## config.mk

```make
export PLATFORM = sky130hd
export DESIGN_NAME = dual_dac_ctrl
export DESIGN_NICKNAME = d
export VERILOG_FILES = /design/src/rtl/dac_ctrl_pkg.sv /design/src/rtl/dac_sync.sv /design/src/rtl/dac_frame_rx.sv /design/src/rtl/dac_reg_bank.sv /design/src/rtl/dual_dac_ctrl.sv
export SDC_FILE = /design/constraint.sdc
export NUM_CORES = 1
export LEC_CHECK = 0
export BUFFER_PORTS_ARGS = -buffer_cell sky130_fd_sc_hd__buf_2
export CAP_MARGIN = 20
export CORE_MARGIN = 8
export CORE_UTILIZATION = 40
export DETAILED_ROUTE_END_ITERATION = 10
export GPL_TIMING_DRIVEN = 0
export PLACE_DENSITY_LB_ADDON = 0.12
export SLEW_MARGIN = 20
export SYNTH_ARGS = -nofsm -noshare
export SYNTH_HDL_FRONTEND = slang
export SYNTH_SLANG_ARGS = --single-unit
```

## constraint.sdc

```tcl
create_clock -name clk_i -period 5.4 [get_ports clk_i]
set_input_delay 0.54 -clock clk_i [delete_from_list [all_inputs] [get_ports clk_i]]
set_output_delay 0.54 -clock clk_i [all_outputs]
set_load 0.005 [all_outputs]
```

## src/rtl/dac_ctrl_pkg.sv

```systemverilog
package dac_ctrl_pkg;

  typedef enum logic [1:0] {
    MODE_WR_HOLD = 2'b00,
    MODE_WR_UPD  = 2'b01,
    MODE_WR_ALL  = 2'b10,
    MODE_PDOWN   = 2'b11
  } dac_mode_e;

  typedef enum logic [1:0] {
    OUT_ACTIVE = 2'b00,
    OUT_HIZ    = 2'b01,
    OUT_R2K5   = 2'b10,
    OUT_R100K  = 2'b11
  } out_state_e;

  function automatic out_state_e term_decode(input logic [1:0] sel);
    case (sel)
      2'b01:   return OUT_R2K5;
      2'b10:   return OUT_R100K;
      default: return OUT_HIZ;
    endcase
  endfunction

endpackage

```

## src/rtl/dac_sync.sv

```systemverilog
module dac_sync #(
  parameter int          W       = 3,
  parameter logic [W-1:0] RST_VAL = '0
) (
  input  logic         clk_i,
  input  logic         rst_ni,
  input  logic [W-1:0] d_i,
  output logic [W-1:0] q_o
);

  logic [W-1:0] meta_q, stab_q;

  always_ff @(posedge clk_i or negedge rst_ni) begin
    if (!rst_ni) begin
      meta_q <= RST_VAL;
      stab_q <= RST_VAL;
    end else begin
      meta_q <= d_i;
      stab_q <= meta_q;
    end
  end

  assign q_o = stab_q;

endmodule

```

## src/rtl/dac_frame_rx.sv

```systemverilog
module dac_frame_rx #(
  parameter int FRAME_W = 16
) (
  input  logic               clk_i,
  input  logic               rst_ni,
  input  logic               sync_ni,
  input  logic               sclk_i,
  input  logic               sdi_i,
  output logic               frame_vld_o,
  output logic [FRAME_W-1:0] frame_o,
  output logic               abort_o
);

  localparam int CNT_W = $clog2(FRAME_W);
  localparam logic [CNT_W-1:0] LAST_BIT = CNT_W'(FRAME_W - 1);

  logic               sync_prev_q, sclk_prev_q;
  logic               armed_q;
  logic [CNT_W-1:0]   cnt_q;
  logic [FRAME_W-2:0] shreg_q;
  logic               sync_fall, sync_rise, sclk_fall;

  assign sync_fall = sync_prev_q & ~sync_ni;
  assign sync_rise = ~sync_prev_q & sync_ni;
  assign sclk_fall = sclk_prev_q & ~sclk_i;

  always_ff @(posedge clk_i or negedge rst_ni) begin
    if (!rst_ni) begin
      sync_prev_q <= 1'b1;
      sclk_prev_q <= 1'b0;
      armed_q     <= 1'b0;
      cnt_q       <= '0;
      shreg_q     <= '0;
      frame_vld_o <= 1'b0;
      frame_o     <= '0;
      abort_o     <= 1'b0;
    end else begin
      sync_prev_q <= sync_ni;
      sclk_prev_q <= sclk_i;
      frame_vld_o <= 1'b0;
      abort_o     <= 1'b0;
      if (sync_fall) begin
        armed_q <= 1'b1;
        cnt_q   <= '0;
      end else if (sync_rise) begin
        // partial frame: drop it
        abort_o <= armed_q && (cnt_q != '0);
        armed_q <= 1'b0;
      end else if (armed_q && sclk_fall) begin
        shreg_q <= {shreg_q[FRAME_W-3:0], sdi_i};
        cnt_q   <= cnt_q + 1'b1;
        if (cnt_q == LAST_BIT) begin
          armed_q     <= 1'b0;
          frame_vld_o <= 1'b1;
          frame_o     <= {shreg_q, sdi_i};
        end
      end
    end
  end

endmodule

```

## src/rtl/dac_reg_bank.sv

```systemverilog
module dac_reg_bank
  import dac_ctrl_pkg::*;
#(
  parameter int FRAME_W = 16,
  parameter int CODE_W  = 8,
  parameter int NCH     = 2
) (
  input  logic                  clk_i,
  input  logic                  rst_ni,
  input  logic                  frame_vld_i,
  input  logic [FRAME_W-1:0]    frame_i,
  output logic [NCH*CODE_W-1:0] codes_o,
  output out_state_e            state_o,
  output logic                  upd_o
);

  localparam int ADDR_W  = (NCH > 1) ? $clog2(NCH) : 1;
  localparam int ADDR_HI = FRAME_W - 2;
  localparam int MODE_HI = FRAME_W - 3;
  localparam int CODE_HI = FRAME_W - 5;

  dac_mode_e         mode;
  logic [ADDR_W-1:0] addr;
  logic [CODE_W-1:0] code;
  logic              accept, do_upd;
  logic [CODE_HI-CODE_W:0] unused_low;

  assign mode       = dac_mode_e'(frame_i[MODE_HI -: 2]);
  assign addr       = frame_i[ADDR_HI -: ADDR_W];
  assign code       = frame_i[CODE_HI -: CODE_W];
  assign unused_low = frame_i[CODE_HI-CODE_W:0];
  // top bit must be clear except when it doubles as a termination select
  assign accept = frame_vld_i && ((mode == MODE_PDOWN) || !frame_i[FRAME_W-1]);
  assign do_upd = accept && ((mode == MODE_WR_UPD) || (mode == MODE_WR_ALL));

  for (genvar ch = 0; ch < NCH; ch++) begin : g_ch
    logic [CODE_W-1:0] in_q, out_q, in_d;
    logic              wr_sel;

    assign wr_sel = accept && ((mode == MODE_WR_ALL) ||
                    (((mode == MODE_WR_HOLD) || (mode == MODE_WR_UPD)) &&
                     (addr == ADDR_W'(ch))));
    assign in_d   = wr_sel ? code : in_q;

    always_ff @(posedge clk_i or negedge rst_ni) begin
      if (!rst_ni) begin
        in_q  <= '0;
        out_q <= '0;
      end else begin
        in_q <= in_d;
        if (do_upd) out_q <= in_d;
      end
    end

    assign codes_o[ch*CODE_W +: CODE_W] = out_q;
  end

  always_ff @(posedge clk_i or negedge rst_ni) begin
    if (!rst_ni) begin
      state_o <= OUT_ACTIVE;
      upd_o   <= 1'b0;
    end else begin
      upd_o <= accept && (mode != MODE_WR_HOLD);
      if (accept) begin
        state_o <= (mode == MODE_PDOWN) ? term_decode(frame_i[FRAME_W-1 -: 2])
                                        : OUT_ACTIVE;
      end
    end
  end

endmodule

```

## src/rtl/dual_dac_ctrl.sv

```systemverilog
module dual_dac_ctrl
  import dac_ctrl_pkg::*;
#(
  parameter int FRAME_W = 16,
  parameter int CODE_W  = 8
) (
  input  logic              clk_i,
  input  logic              rst_ni,
  input  logic              sync_ni,
  input  logic              sclk_i,
  input  logic              sdi_i,
  output logic [CODE_W-1:0] code_a_o,
  output logic [CODE_W-1:0] code_b_o,
  output logic [1:0]        state_a_o,
  output logic [1:0]        state_b_o,
  output logic              upd_o,
  output logic              abort_o
);

  localparam int NCH = 2;

  logic [2:0]           pins_s;
  logic                 frame_vld;
  logic [FRAME_W-1:0]   frame;
  logic [NCH*CODE_W-1:0] codes;
  out_state_e           state;

  dac_sync #(
    .W       (3),
    .RST_VAL (3'b100)
  ) i_sync (
    .clk_i  (clk_i),
    .rst_ni (rst_ni),
    .d_i    ({sync_ni, sclk_i, sdi_i}),
    .q_o    (pins_s)
  );

  dac_frame_rx #(
    .FRAME_W (FRAME_W)
  ) i_rx (
    .clk_i       (clk_i),
    .rst_ni      (rst_ni),
    .sync_ni     (pins_s[2]),
    .sclk_i      (pins_s[1]),
    .sdi_i       (pins_s[0]),
    .frame_vld_o (frame_vld),
    .frame_o     (frame),
    .abort_o     (abort_o)
  );

  dac_reg_bank #(
    .FRAME_W (FRAME_W),
    .CODE_W  (CODE_W),
    .NCH     (NCH)
  ) i_bank (
    .clk_i       (clk_i),
    .rst_ni      (rst_ni),
    .frame_vld_i (frame_vld),
    .frame_i     (frame),
    .codes_o     (codes),
    .state_o     (state),
    .upd_o       (upd_o)
  );

  assign code_a_o  = codes[0 +: CODE_W];
  assign code_b_o  = codes[CODE_W +: CODE_W];
  assign state_a_o = state;
  assign state_b_o = state;

endmodule

```

; ---- Word level (Yosys, flattened, before mapping)
; Cells that the tools add are included.
[totals]
reg_bits = 81
input_bits = 5
elab_cells = 75
output_inout_bits = 22
[op_classes]
bitwise_logic = 9
n_reduce_logical = 25
eq_ne = 7
add_sub_neg = 1
muxes = 17
[op_table]
columns = operator, n
row1 = $mux W8, 2
row2 = $mux W4, 3
row3 = $mux W1, 10
row4 = $logic_and A1 B1 Y1, 9
row5 = $eq A2 B2 Y1 const B, 3
row6 = $not A1 Y1, 6
row7 = $reduce_bool A3 Y1, 2
row8 = $logic_or A1 B1 Y1, 5
row9 = $add A4 B1 Y4 const B, 1
row10 = $eq A2 B1 Y1 const B, 2
row11 = $eq A4 B4 Y1 const B, 1
row12 = $pmux W2 S2, 1
row13 = $reduce_and A2 Y1, 2
row14 = $reduce_and A4 Y1, 1
row15 = $reduce_bool A2 Y1, 2
row16 = $reduce_bool A4 Y1, 1
row17 = $and A1 B1 Y1, 3
row18 = $reduce_and A3 Y1, 1
row19 = $logic_not A2 Y1, 1
row20 = $mux W2, 1
row21 = $ne A2 B1 Y1 const B, 1
row22 = $logic_not A1 Y1, 1

; ---- Depth between registers and ports, before layout
; Gate-level depths: netlist of the first run.
[logic_depth]
depth_word = 6
depth_mapped = 7
depth_no_buf = 5

; ---- By module
; A second synthesis of the first run with hierarchy kept.
[hier_totals]
hier_cells = 254
hier_area_um2 = 3473.3
[by_module_without_submodules]
columns = mod, area_per_inst_um2, instances, cells_per_inst, seq_area_each_um2
row1 = dac_frame_rx, 1682.9, 1, 108, 1002.2
row2 = dac_reg_bank, 1622.8, 1, 138, 875.8
row3 = dac_sync, 152.6, 1, 6, 152.6
row4 = dual_dac_ctrl, 15.0, 1, 2, 0.0

; ---- Least setup slack after synthesis of the first run
; OpenSTA, ideal clock, no wires.
[synth_path]
path_type = reg2reg
start = reg i_rx.sync_prev_q
end = reg i_rx.frame_o[10]
setup_ns = 0.125
setup_slack_ns = 3.521
stages_incl_launch_ff = 7
arrival_ns = 1.755
period_less_slack_ns = 1.879
required_time_ns = 5.275
n_path_buf = 1
cell_sequence = dfstp_2 inv_1 ha_1 nand4b_2 nor2_1 buf_4 mux2_2
[synth_via]
elab_chain_len = 4
word_cells_on_any_way = 6
classes_between = bitwise: 5 / reduce/logical: 1
[synth_lines]
columns = element, line_no
row1 = "start, declared", dac_frame_rx.sv:17  ; logic sync_prev_q, sclk_prev_q;
row2 = "start signal, assigned", dac_frame_rx.sv:38  ; sync_prev_q <= sync_ni;
row3 = $not A1 Y1, dac_frame_rx.sv:24  ; assign sync_rise = ~sync_prev_q & sync_ni;
row4 = $and A1 B1 Y1, dac_frame_rx.sv:24
row5 = $not A1 Y1 (no source line), --
row6 = $reduce_and A4 Y1 (no source line) *, --
row7 = "end signal, assigned", dac_frame_rx.sv:55  ; frame_o <= {shreg_q, sdi_i};
row8 = "end, declared", dac_frame_rx.sv:10  ; output logic [FRAME_W-1:0] frame_o,
; Every way passes the cells marked *; elsewhere a longest branch is shown, timed or not.
; A chain may end at the register's enable or synchronous reset.

; ---- Worst setup path in the final report of the first run
[layout_path]
start = reg i_rx.sync_prev_q
end = reg i_rx.frame_o[6]
; Same word-level chain as after synthesis.

==> metrics, run 1 <==
internal power=0.0008704 W; first-pass GRT wire length=10380 um; dpl ws=between 3 and 4 ns; H-tree Lvls=3; Vias=between 2000 and 2500; achievable frequency=between 400 and 500 MHz; placed wire-length estimate=4352 um; average vias per placed instance=5.188; Hold Fails Final Rpt=0; Main synth FF type=dfrtp_1; relative slew slack=0.6541; hold buffer count at CTS=0; crit path from=i_rx.sync_prev_q; EDFF count, synth=0; Synth warnings=0; top-area cell type share of the netlist area=0.5640; FF-to-FF path depth=6; Worst Hold Class=in -> async; Post-Syn Area=~0.0033 mm^2; Num CTS Buffers=9; # clock sinks=77; setup TNS=0 ns; Syn Nets=approximately 260; DR iter-0 viols=94; Setup Skew=0.01094 ns; top cells by area, synth=dfrtp_1 (56%), mux2_2 (15%), a31oi_1 (4.6%); sequential power share=0.559; die footprint=0.01136 mm^2; Detailed Route WL=6023 um; Switch Pwr=about 0.00026 W; largest net degree at the start of global routing=49; post-CTS sizing=0; Mapped Cells=250; global-route usage over all layers=0.1160; Worst Setup End Kind=flop; initial antenna violation count=0; Core Region=slightly above 0.008 mm^2; Final WS setup=3.307 ns; Die Y=106.6 um; Worst Path Required=approximately 5.6 ns; Final nets=301; Final GP Congestion=0.7380; Comb power frac=0.059; kind of critical path=reg -> reg; Yosys top cell by area=dfrtp_1; most common cell in the netlist=dfrtp_1; Routed Antenna Nets=0; number of unique standard cell types used by synthesis=37; clock insertion delay at the later pin of the skew report=0.35 ns; RSZ-0062 raised after global routing=no; Max Root-Sink Buffers=2; storage element area=0.001931 mm^2; r2r setup slk=3.31 ns; maximum VDD drop=0.1386 mV; layout cell share with drive strength beyond 1=0.3481; Post-CTS Setup Repair Bufs=0; Final Slew Violations=0; Clk pwr share=0.381; max-cap violation count=0; Pleak=1.873 nW; Slew @ Worst Pin=0.5080 ns; fillers=777; final setup fails=0; worst-path maximum fanout=10; pwr dens=around 300 mW/mm^2; reg2reg start=i_rx.sync_prev_q; input/output buffers=26; Worst-path clk slew=0.08 ns; CP Launch Type=flop; total grt overflow=0; Die Wd=~110 um; Synth Area per Inst=13.13 um^2; CTS tree=yes; multi-input combinational cell area=0.001240 mm^2; Design Power=0.001135 W; Async S/R FF share, synth=1.000; vias in the first global route=2114; CP endpoint=i_rx.frame_o[6]; fin crit share=0.3876; CTS Root Cell=clkbuf_8; Initial Utilization=0.4057; register area share after synthesis=0.5880; #FFs+latches synth=77; Pre-antenna DRT Iters=4; # rows=33; Arr. time, crit path=roughly 2.3 ns; switching share of power=0.2329; FF-to-FF End=i_rx.frame_o[6]; DRC violations left=0; status=completed; DR WL/cell=15.13 um; post-route minimum period=2.093 ns; Top Ports=27; antenna cells=0; Commonest cells post-synth=dfrtp_1 (74), mux2_2 (43), a31oi_1 (24); P&R area growth vs syn=14.98%
[routing by layer]
layer / part of all wire / global-route usage / vias to the layer above
met2: 0.48 / 0.1847 / 32
met3: 0.052 / 0.03659 / 8
met1: 0.45 / 0.1394 / 1036
met5: 0 / 0 / -
met4: 0.016 / 0.05729 / 0
li1: - / - / 989
[flip-flops by register name, indices dropped and copies added, names as in the netlist, 2 cells and up]
name / cells
i_sync.q_o: 3
i_sync.meta_q: 3
i_rx.cnt_q: 4
i_bank.g_ch.out_q: 16
i_bank.g_ch.in_q: 16
i_rx.shreg_q: 15
i_bank.state_o: 2
i_rx.frame_o: 12
[logic make-up (layout without fill, tap and decap cells)]
kind of cell	count (synthesis)	count (layout)	synth area share
AOI/OAI and AO/OA	51	51	0.1002
muxes	53	53	0.1822
buffers and inverters	25	68	0.03430
and+or+nand+nor	36	36	0.06479
DFF	77	77	0.5880
adders and majority gates	8	8	0.03049
[power by group through the flow]
stage                logic, W  registers (W)  clock network, W
floorplan           0.0000454       0.000639                 0
global route        0.0000768       0.000642          0.000470
finish              0.0000671       0.000635          0.000433
global placement    0.0000643       0.000646                 0
detailed placement  0.0000687       0.000647                 0
CTS                 0.0000694       0.000636          0.000449
[critical path, cell delays in order (launching register included)]
cell and delay, ns:
dfstp_2 0.53, inv_1 0.05, ha_1 0.28, nand4b_2 0.22, nor2_1 0.29, buf_4 0.25
mux2_2 0.35
[cells in the final DEF, fill, tap and decap left out, types with 4 or more instances in the layout]
cell type  count
dfrtp_1       74
clkbuf_8      10
a31oi_1       24
mux2i_1        8
nand2_1        5
a21oi_1        8
nand3_1       12
buf_4          4
ha_1           8
buf_2         31
inv_1          8
clkbuf_1       8
mux2_2        43
o21ai_0        9
[cell type report]
type                       count  area share
sequential                    77      0.5114
multi-input combinational    148      0.3285
timing repair buffer          27     0.04243
clock buffer                  10     0.03646
tap                          105     0.03480
buffer                        17     0.02188
clock inverter                 6     0.01657
inverter                       8    0.007955
[how the worst min path moves through the flow]
stage | from | slack [ns] | cells after the start | to
floorplan | rst_ni | 0.24 | 0 | i_bank.g_ch[0].in_q[0]
global placement | i_sync.meta_q[0] | 0.33 | 0 | i_sync.q_o[0]
detailed placement | i_sync.meta_q[0] | 0.34 | 0 | i_sync.q_o[0]
CTS | rst_ni | 0.12 | 1 | i_sync.meta_q[0]
global route | rst_ni | 0.14 | 1 | i_sync.meta_q[0]
finish | rst_ni | 0.12 | 1 | i_bank.g_ch[1].in_q[7]
[metrics by stage]
stage / instances / area, um^2 / util / hold slack (ns)
final: 398 / 3775 / 0.4665 / 0.1211
after global routing: 398 / 3775 / 0.4665 / 0.1405
after CTS: 398 / 3775 / 0.4665 / 0.1222
after detailed placement: 382 / 3575 / 0.4417 / 0.3364
after global placement: 381 / 3545 / 0.4380 / 0.3321
after floorplan: 250 / 3283 / - / 0.2444
No activity file was read; power rests on OpenSTA's default activity.
==> inputs of run 2 (changes only) <==
--- a/config.mk
+++ b/config.mk
@@ -5,6 +5,7 @@
 export SDC_FILE = /design/constraint.sdc
 export NUM_CORES = 1
 export LEC_CHECK = 0
+export ABC_AREA = 1
 export BUFFER_PORTS_ARGS = -buffer_cell sky130_fd_sc_hd__buf_2
 export CAP_MARGIN = 20
 export CORE_MARGIN = 8
==> constraint.sdc (replaced) <==
create_clock -name clk_i -period 1.83 [get_ports clk_i]
set_input_delay 0.183 -clock clk_i [delete_from_list [all_inputs] [get_ports clk_i]]
set_output_delay 0.183 -clock clk_i [all_outputs]
set_load 0.005 [all_outputs]
==> run 2 against run 1 <==
  * Critical path type unchanged
  * Via count rose by 7.3%
  * Sequential power rose to 3.0 times the previous value
  * Largest cell class unchanged
  * Hold slack improved by 0.19 ns
  * Design area rose by 1.4%
==> metrics, run 2 <==
status=completed; DR WL/cell=around 12 um; Worst Path Required=2.06 ns; final setup fails=0; Syn Nets=362; Switch Pwr=0.0008365 W; Yosys top cell by area=dfrtp_1; Hold Fails Final Rpt=0; initial antenna violation count=0; Pre-antenna DRT Iters=4; DR iter-0 viols=122; commonest non-fill, non-tap cell in the layout=nand2_1; post-route minimum period=1.671 ns; Worst-path clk slew=~0.08 ns; clock insertion delay at the later pin of the skew report=~0.34 ns; Detailed Route WL=5897 um; H-tree Lvls=3; placed wire-length estimate=4177 um; Routed Antenna Nets=0; crit path max-delay cell type=dfrtp_1; CTS tree=yes; Synth warnings=0; CP Launch Type=flop; biggest regs=i_bank.g_ch.in_q (16), i_bank.g_ch.out_q (16), i_rx.shreg_q (15); Mapped Cells=~350; pwr dens=926.1 mW/mm^2; global-route usage over all layers=0.1151; Die Wd=105.6 um; vias in the first global route=roughly 2200; DRC violations left=0; EDFF count, synth=0; fin crit share=0.9133; first-pass GRT wire length=10450 um; Post-Syn Area=0.003214 mm^2; delay-heaviest family, CP=flip-flops; Commonest cells post-synth=nand2_1 (100), dfrtp_1 (74), inv_1 (53); Arr. time, crit path=between 1.5 and 2 ns; total grt overflow=0; dpl cells=478; Main synth FF type=dfrtp_1; Final GP Congestion=around 0.7; worst-path maximum fanout=10; Num CTS Buffers=9; internal power=0.002708 W; Die Y=105.6 um; #FFs+latches synth=77; # rows=32; kind of critical path=reg -> reg; Pleak=about 2 nW; Worst Hold Class=in -> async; Design Power=about 0.0035 W; Comb power frac=0.070; Finished Layout Cells=a little over 500; Async S/R FF share, synth=1.000; antenna cells=0; Vias=between 2000 and 2500; Setup Skew=roughly 0.011 ns; Max Root-Sink Buffers=2; Final Util=0.4928; cell chain of the critical path=ha_1 -> inv_1 -> a21oi_4 -> clkbuf_4 -> nand3_1 -> and2_1; Slew @ Worst Pin=0.4038 ns; maximum VDD drop=0.3490 mV; relative slew slack=0.7308; Worst Setup End Kind=flop; die footprint=approximately 0.011 mm^2; Top Ports=27; sequential power share=0.530; top-area cell type share of the netlist area=0.5761; max-cap violation count=0; hold_ws=0.3129 ns; achievable frequency=598.3 MHz; most common cell in the netlist=nand2_1; register area share after synthesis=0.6006; largest net degree at the start of global routing=49; switching share of power=0.2360; Critical path buffers and inverters=2; setup TNS=0 ns; average vias per placed instance=4.404; CP max stage delay=~0.43 ns; # clock sinks=77; top cells by area, synth=dfrtp_1 (58%), nand2_1 (12%), inv_1 (6.2%); Final nets=409; Clk pwr share=0.400; number of unique standard cell types used by synthesis=24; Initial Utilization=0.4138; input/output buffers=26; most frequent cells in the layout=nand2_1 (100), dfrtp_1 (74), inv_1 (53); Synth Area per Inst=9.210 um^2; P&R area growth vs syn=19.07%; CTS Root Cell=clkbuf_8; fillers=744; layout cell share with drive strength beyond 1=0.1721; Core Region=0.007767 mm^2; RSZ-0062 raised after global routing=no; Final Slew Violations=0
## run 2: cell count changes in the layout (fill, tap and decap cells not counted), sizes merged, moves of 9 or more
cell,change
mux2,-44
nand3,+25
nand2,+97
o21ai,+22
a31oi,-24
mux2i,-9
inv,+45
and2,+16
## run 2: power by group through the flow
stage / sequential (W) / clock (W) / combinational [W]
after CTS: 0.00188 / 0.00146 / 0.000248
after global placement: 0.00190 / 0 / 0.000223
after detailed placement: 0.00191 / 0 / 0.000240
after floorplan: 0.00189 / 0 / 0.000155
final: 0.00188 / 0.00142 / 0.000250
after global routing: 0.00189 / 0.00154 / 0.000298
## run 2: stage by stage
step	area (um^2)	setup WS [ns]
2_1_floorplan	3214	0.2756
3_3_place_gp	3472	0.02934
3_5_place_dp	3502	0.06502
4_1_cts	3766	0.05514
5_1_grt	3827	0.02060
6_report	3827	0.1586
## run 2: cell families (layout without fill, tap and decap cells)
logic type | count (synthesis) | in the layout | share of synthesized area
and+or+nand+nor | 167 | 167 | 0.2312
DFF | 77 | 77 | 0.6006
buffers and inverters | 63 | 115 | 0.07979
AOI/OAI and AO/OA | 34 | 34 | 0.05722
adders and majority gates | 8 | 8 | 0.03114
## run 2: path summary, 6_finish.rpt
check | start | endpoint | slack [ns] | cells past startpoint
max in group asynchronous | rst_ni | i_rx.sync_prev_q | 0.89 | 3
min reg2reg | i_sync.meta_q[0] | i_sync.q_o[0] | 0.35 | 0
min | rst_ni | i_rx.abort_o | 0.31 | 2
min in group clk_i | i_sync.meta_q[0] | i_sync.q_o[0] | 0.35 | 0
max reg2reg | i_rx.frame_o[13] | i_bank.g_ch[1].in_q[6] | 0.16 | 6
max | i_rx.frame_o[13] | i_bank.g_ch[1].in_q[6] | 0.16 | 6
## run 2: final cells by class
cell class	count	area, um^2	share of cell area
Sequential cell	77	1931	0.5044
Clock inverter	6	86.33	0.02256
Buffer	9	58.81	0.01536
Tap cell	102	127.6	0.03334
Timing Repair Buffer	36	250.2	0.06538
Inverter	54	203.9	0.05329
Multi-Input combinational cell	209	1032	0.2697
Clock buffer	10	137.6	0.03596
## run 2: worst register-to-register path, cell delays in order, from the launching register on
cell and delay, ns:
dfrtp_1 0.43, ha_1 0.22, inv_1 0.08, a21oi_4 0.27, clkbuf_4 0.26, nand3_1 0.12, and2_1 0.19
## run 2: timing repair
action,4_1_cts,5_1_grt
buffers inserted,0,5
endpoints found under the hold margin,32,0
resized for setup,0,8
endpoints found under the setup margin,0,30
hold buffers,4,0
## run 2: routing by layer
| layer | up-vias | global-route usage | wire (um) |
|---|---|---|---|
| li1 | 1169 | - | - |
| met4 | 0 | 0.05427 | 59 |
| met1 | 1014 | 0.1557 | 3102 |
| met2 | 28 | 0.1702 | 2509 |
| met5 | - | 0 | 0 |
| met3 | 4 | 0.02680 | 226 |
==> inputs of run 3 (changes only) <==
--- a/config.mk
+++ b/config.mk
@@ -12,7 +12,6 @@
 export CORE_UTILIZATION = 40
 export DETAILED_ROUTE_END_ITERATION = 10
 export GPL_TIMING_DRIVEN = 0
-export PLACE_DENSITY_LB_ADDON = 0.12
 export SLEW_MARGIN = 20
 export SYNTH_ARGS = -nofsm -noshare
 export SYNTH_HDL_FRONTEND = slang
==> run 3 against run 2 <==
  * Design area rose by 0.23%
  * Wire length fell by 2.5%
  * Global-route usage fell by 0.64 points
  * Count of clock-buffer cells in the layout rose by 2
  * Highest routed layer unchanged
==> metrics, run 3 (same netlist as run 2, synthesis figures left out) <==
total grt overflow=0; fillers=746; internal power=about 0.0029 W; Die Y=between 100 and 150 um; relative slew slack=0.7643; placed wire-length estimate=4019 um; FF-to-FF path depth=8; largest net degree at the start of global routing=59; first-pass GRT wire length=between 9000 and 10000 um; CP Launch Type=flop; DR iter-0 viols=95; switching share of power=0.2196; met1 wire length=between 2000 and 3000 um; DR WL/cell=11.45 um; antenna cells=0; biggest regs=i_bank.g_ch.in_q (16), i_bank.g_ch.out_q (16), i_rx.shreg_q (15); Hold Fails Final Rpt=0; status=completed; pwr dens=963.2 mW/mm^2; metal3 WL=between 200 and 250 um; maximum VDD drop=0.4289 mV; kind of critical path=reg -> reg; H-tree Lvls=3; Max Root-Sink Buffers=2; global-route usage over all layers=0.1088; Worst-path clk slew=0.08 ns; Slew @ Worst Pin=0.3532 ns; r2r setup slk=0.18 ns; crit path from=i_rx.frame_o[13]; multi-input combinational cell area=roughly 0.0010 mm^2; clock insertion delay at the later pin of the skew report=0.34 ns; max-cap violation count=0; Setup Skew=0.01050 ns; CTS Root Cell=clkbuf_8; P&R area growth vs syn=19.35%; Die Wd=105.6 um; Design Power=0.003695 W; Pre-antenna DRT Iters=4; Finished Layout Cells=502; Pleak=2.015 nW; Final Slew Violations=0; Num CTS Buffers=9; fin crit share=0.9001; DRC violations left=0; Routed Antenna Nets=0; commonest non-fill, non-tap cell in the layout=nand2_1; Initial Utilization=0.4138; Arr. time, crit path=slightly below 2 ns; # rows=32; Switch Pwr=0.0008114 W; average vias per placed instance=4.544; Top Ports=27; post-route minimum period=1.647 ns; layout cell share with drive strength beyond 1=0.1675; worst-path maximum fanout=10; CTS tree=yes; Final Util=0.4939; setup TNS=0 ns; Worst Path Required=around 2.1 ns; # clock sinks=slightly below 80; final setup fails=0; Final GP Congestion=between 0.7 and 0.8; Comb power frac=0.066; sequential power share=0.508; top sig layer=met4; input/output buffers=26; Met2 Wirelength=2565 um; storage element area=0.001931 mm^2; FF-to-FF End=i_bank.g_ch[0].out_q[3]; vias in the first global route=2145; most frequent cells in the layout=nand2_1 (100), dfrtp_1 (74), inv_1 (53); initial antenna violation count=0; dpl cells=478; die footprint=0.01116 mm^2; reg2reg start=i_rx.frame_o[13]; Vias=2281; Worst Hold Class=in -> async; Clk pwr share=0.426; Worst Setup End Kind=flop; Final nets=408; achievable frequency=~610 MHz; Detailed Route WL=around 5700 um; Core Region=roughly 0.0078 mm^2; RSZ-0062 raised after global routing=no
-- run 3: cell types whose count changed in the layout (fill, tap and decap cells not counted) --
cell | before | now
bufinv_16 | 2 | 3
buf_2 | 27 | 28
clkinvlp_4 | 1 | 0
buf_4 | 7 | 5
clkbuf_2 | 3 | 4
clkinv_2 | 3 | 2
clkinv_4 | 1 | 0
clkbuf_4 | 1 | 0
nand2_4 | 1 | 0
clkbuf_1 | 0 | 1
clkbuf_8 | 10 | 11
nand2_2 | 1 | 2
-- run 3: worst max path at each step --
stage                     slack [ns]                      end
final                           0.18  i_bank.g_ch[0].out_q[3]
after global routing            0.03  i_bank.g_ch[0].out_q[3]
after CTS                       0.07          i_rx.shreg_q[7]
after detailed placement        0.09          i_rx.shreg_q[7]
after global placement          0.05  i_bank.g_ch[1].out_q[7]
after floorplan                 0.28         i_rx.frame_o[13]
-- run 3: final cells by class --
cell class,instances,area share
flip-flops and latches,77,0.5033
multi-input cells,209,0.2678
repair buffers,35,0.06262
inverters,54,0.05316
clock buffers,12,0.04044
well taps,102,0.03327
clock inverters,4,0.02479
plain buffers,9,0.01468
-- run 3: per-layer routing --
| metal | up-vias | GRT usage |
|---|---|---|
| li1 | 1172 | - |
| met1 | 1077 | 0.1420 |
| met2 | 26 | 0.1622 |
| met3 | 6 | 0.02253 |
| met4 | 0 | 0.06633 |
| met5 | - | 0 |
-- run 3: repair_timing --
item                                    CTS  global route
endpoints found under the setup margin    0            31
resized for setup                         0             6
buffers inserted                          0             4
hold endpoints to repair                 22             0
hold buffers                              4             0
-- run 3: per-stage QoR --
| stage | instance area, um^2 | setup WS [ns] | hold WS (ns) |
|---|---|---|---|
| after global routing | 3836 | 0.03075 | 0.2827 |
| after detailed placement | 3502 | 0.09026 | 0.08572 |
| after global placement | 3472 | 0.04730 | 0.2902 |
| after floorplan | 3214 | 0.2756 | -0.1126 |
| final | 3836 | 0.1828 | 0.2551 |
| after CTS | 3792 | 0.07261 | 0.2549 |
-- run 3: power by group through the flow --
stage	Clock [W]	Sequential (W)	Combinational, W
3_3_place_gp	0	0.00190	0.000221
4_1_cts	0.00161	0.00188	0.000245
3_5_place_dp	0	0.00191	0.000236
5_1_grt	0.00168	0.00189	0.000295
2_1_floorplan	0	0.00189	0.000155
6_report	0.00157	0.00188	0.000245
-- run 3: critical path, stage by stage (launching register included) --
cell and delay (ns):
dfrtp_1 0.43, ha_1 0.21, inv_1 0.07, a21oi_4 0.24
nand2_2 0.18, clkinv_2 0.15, buf_6 0.15, nand3_1 0.10
nand2_1 0.07
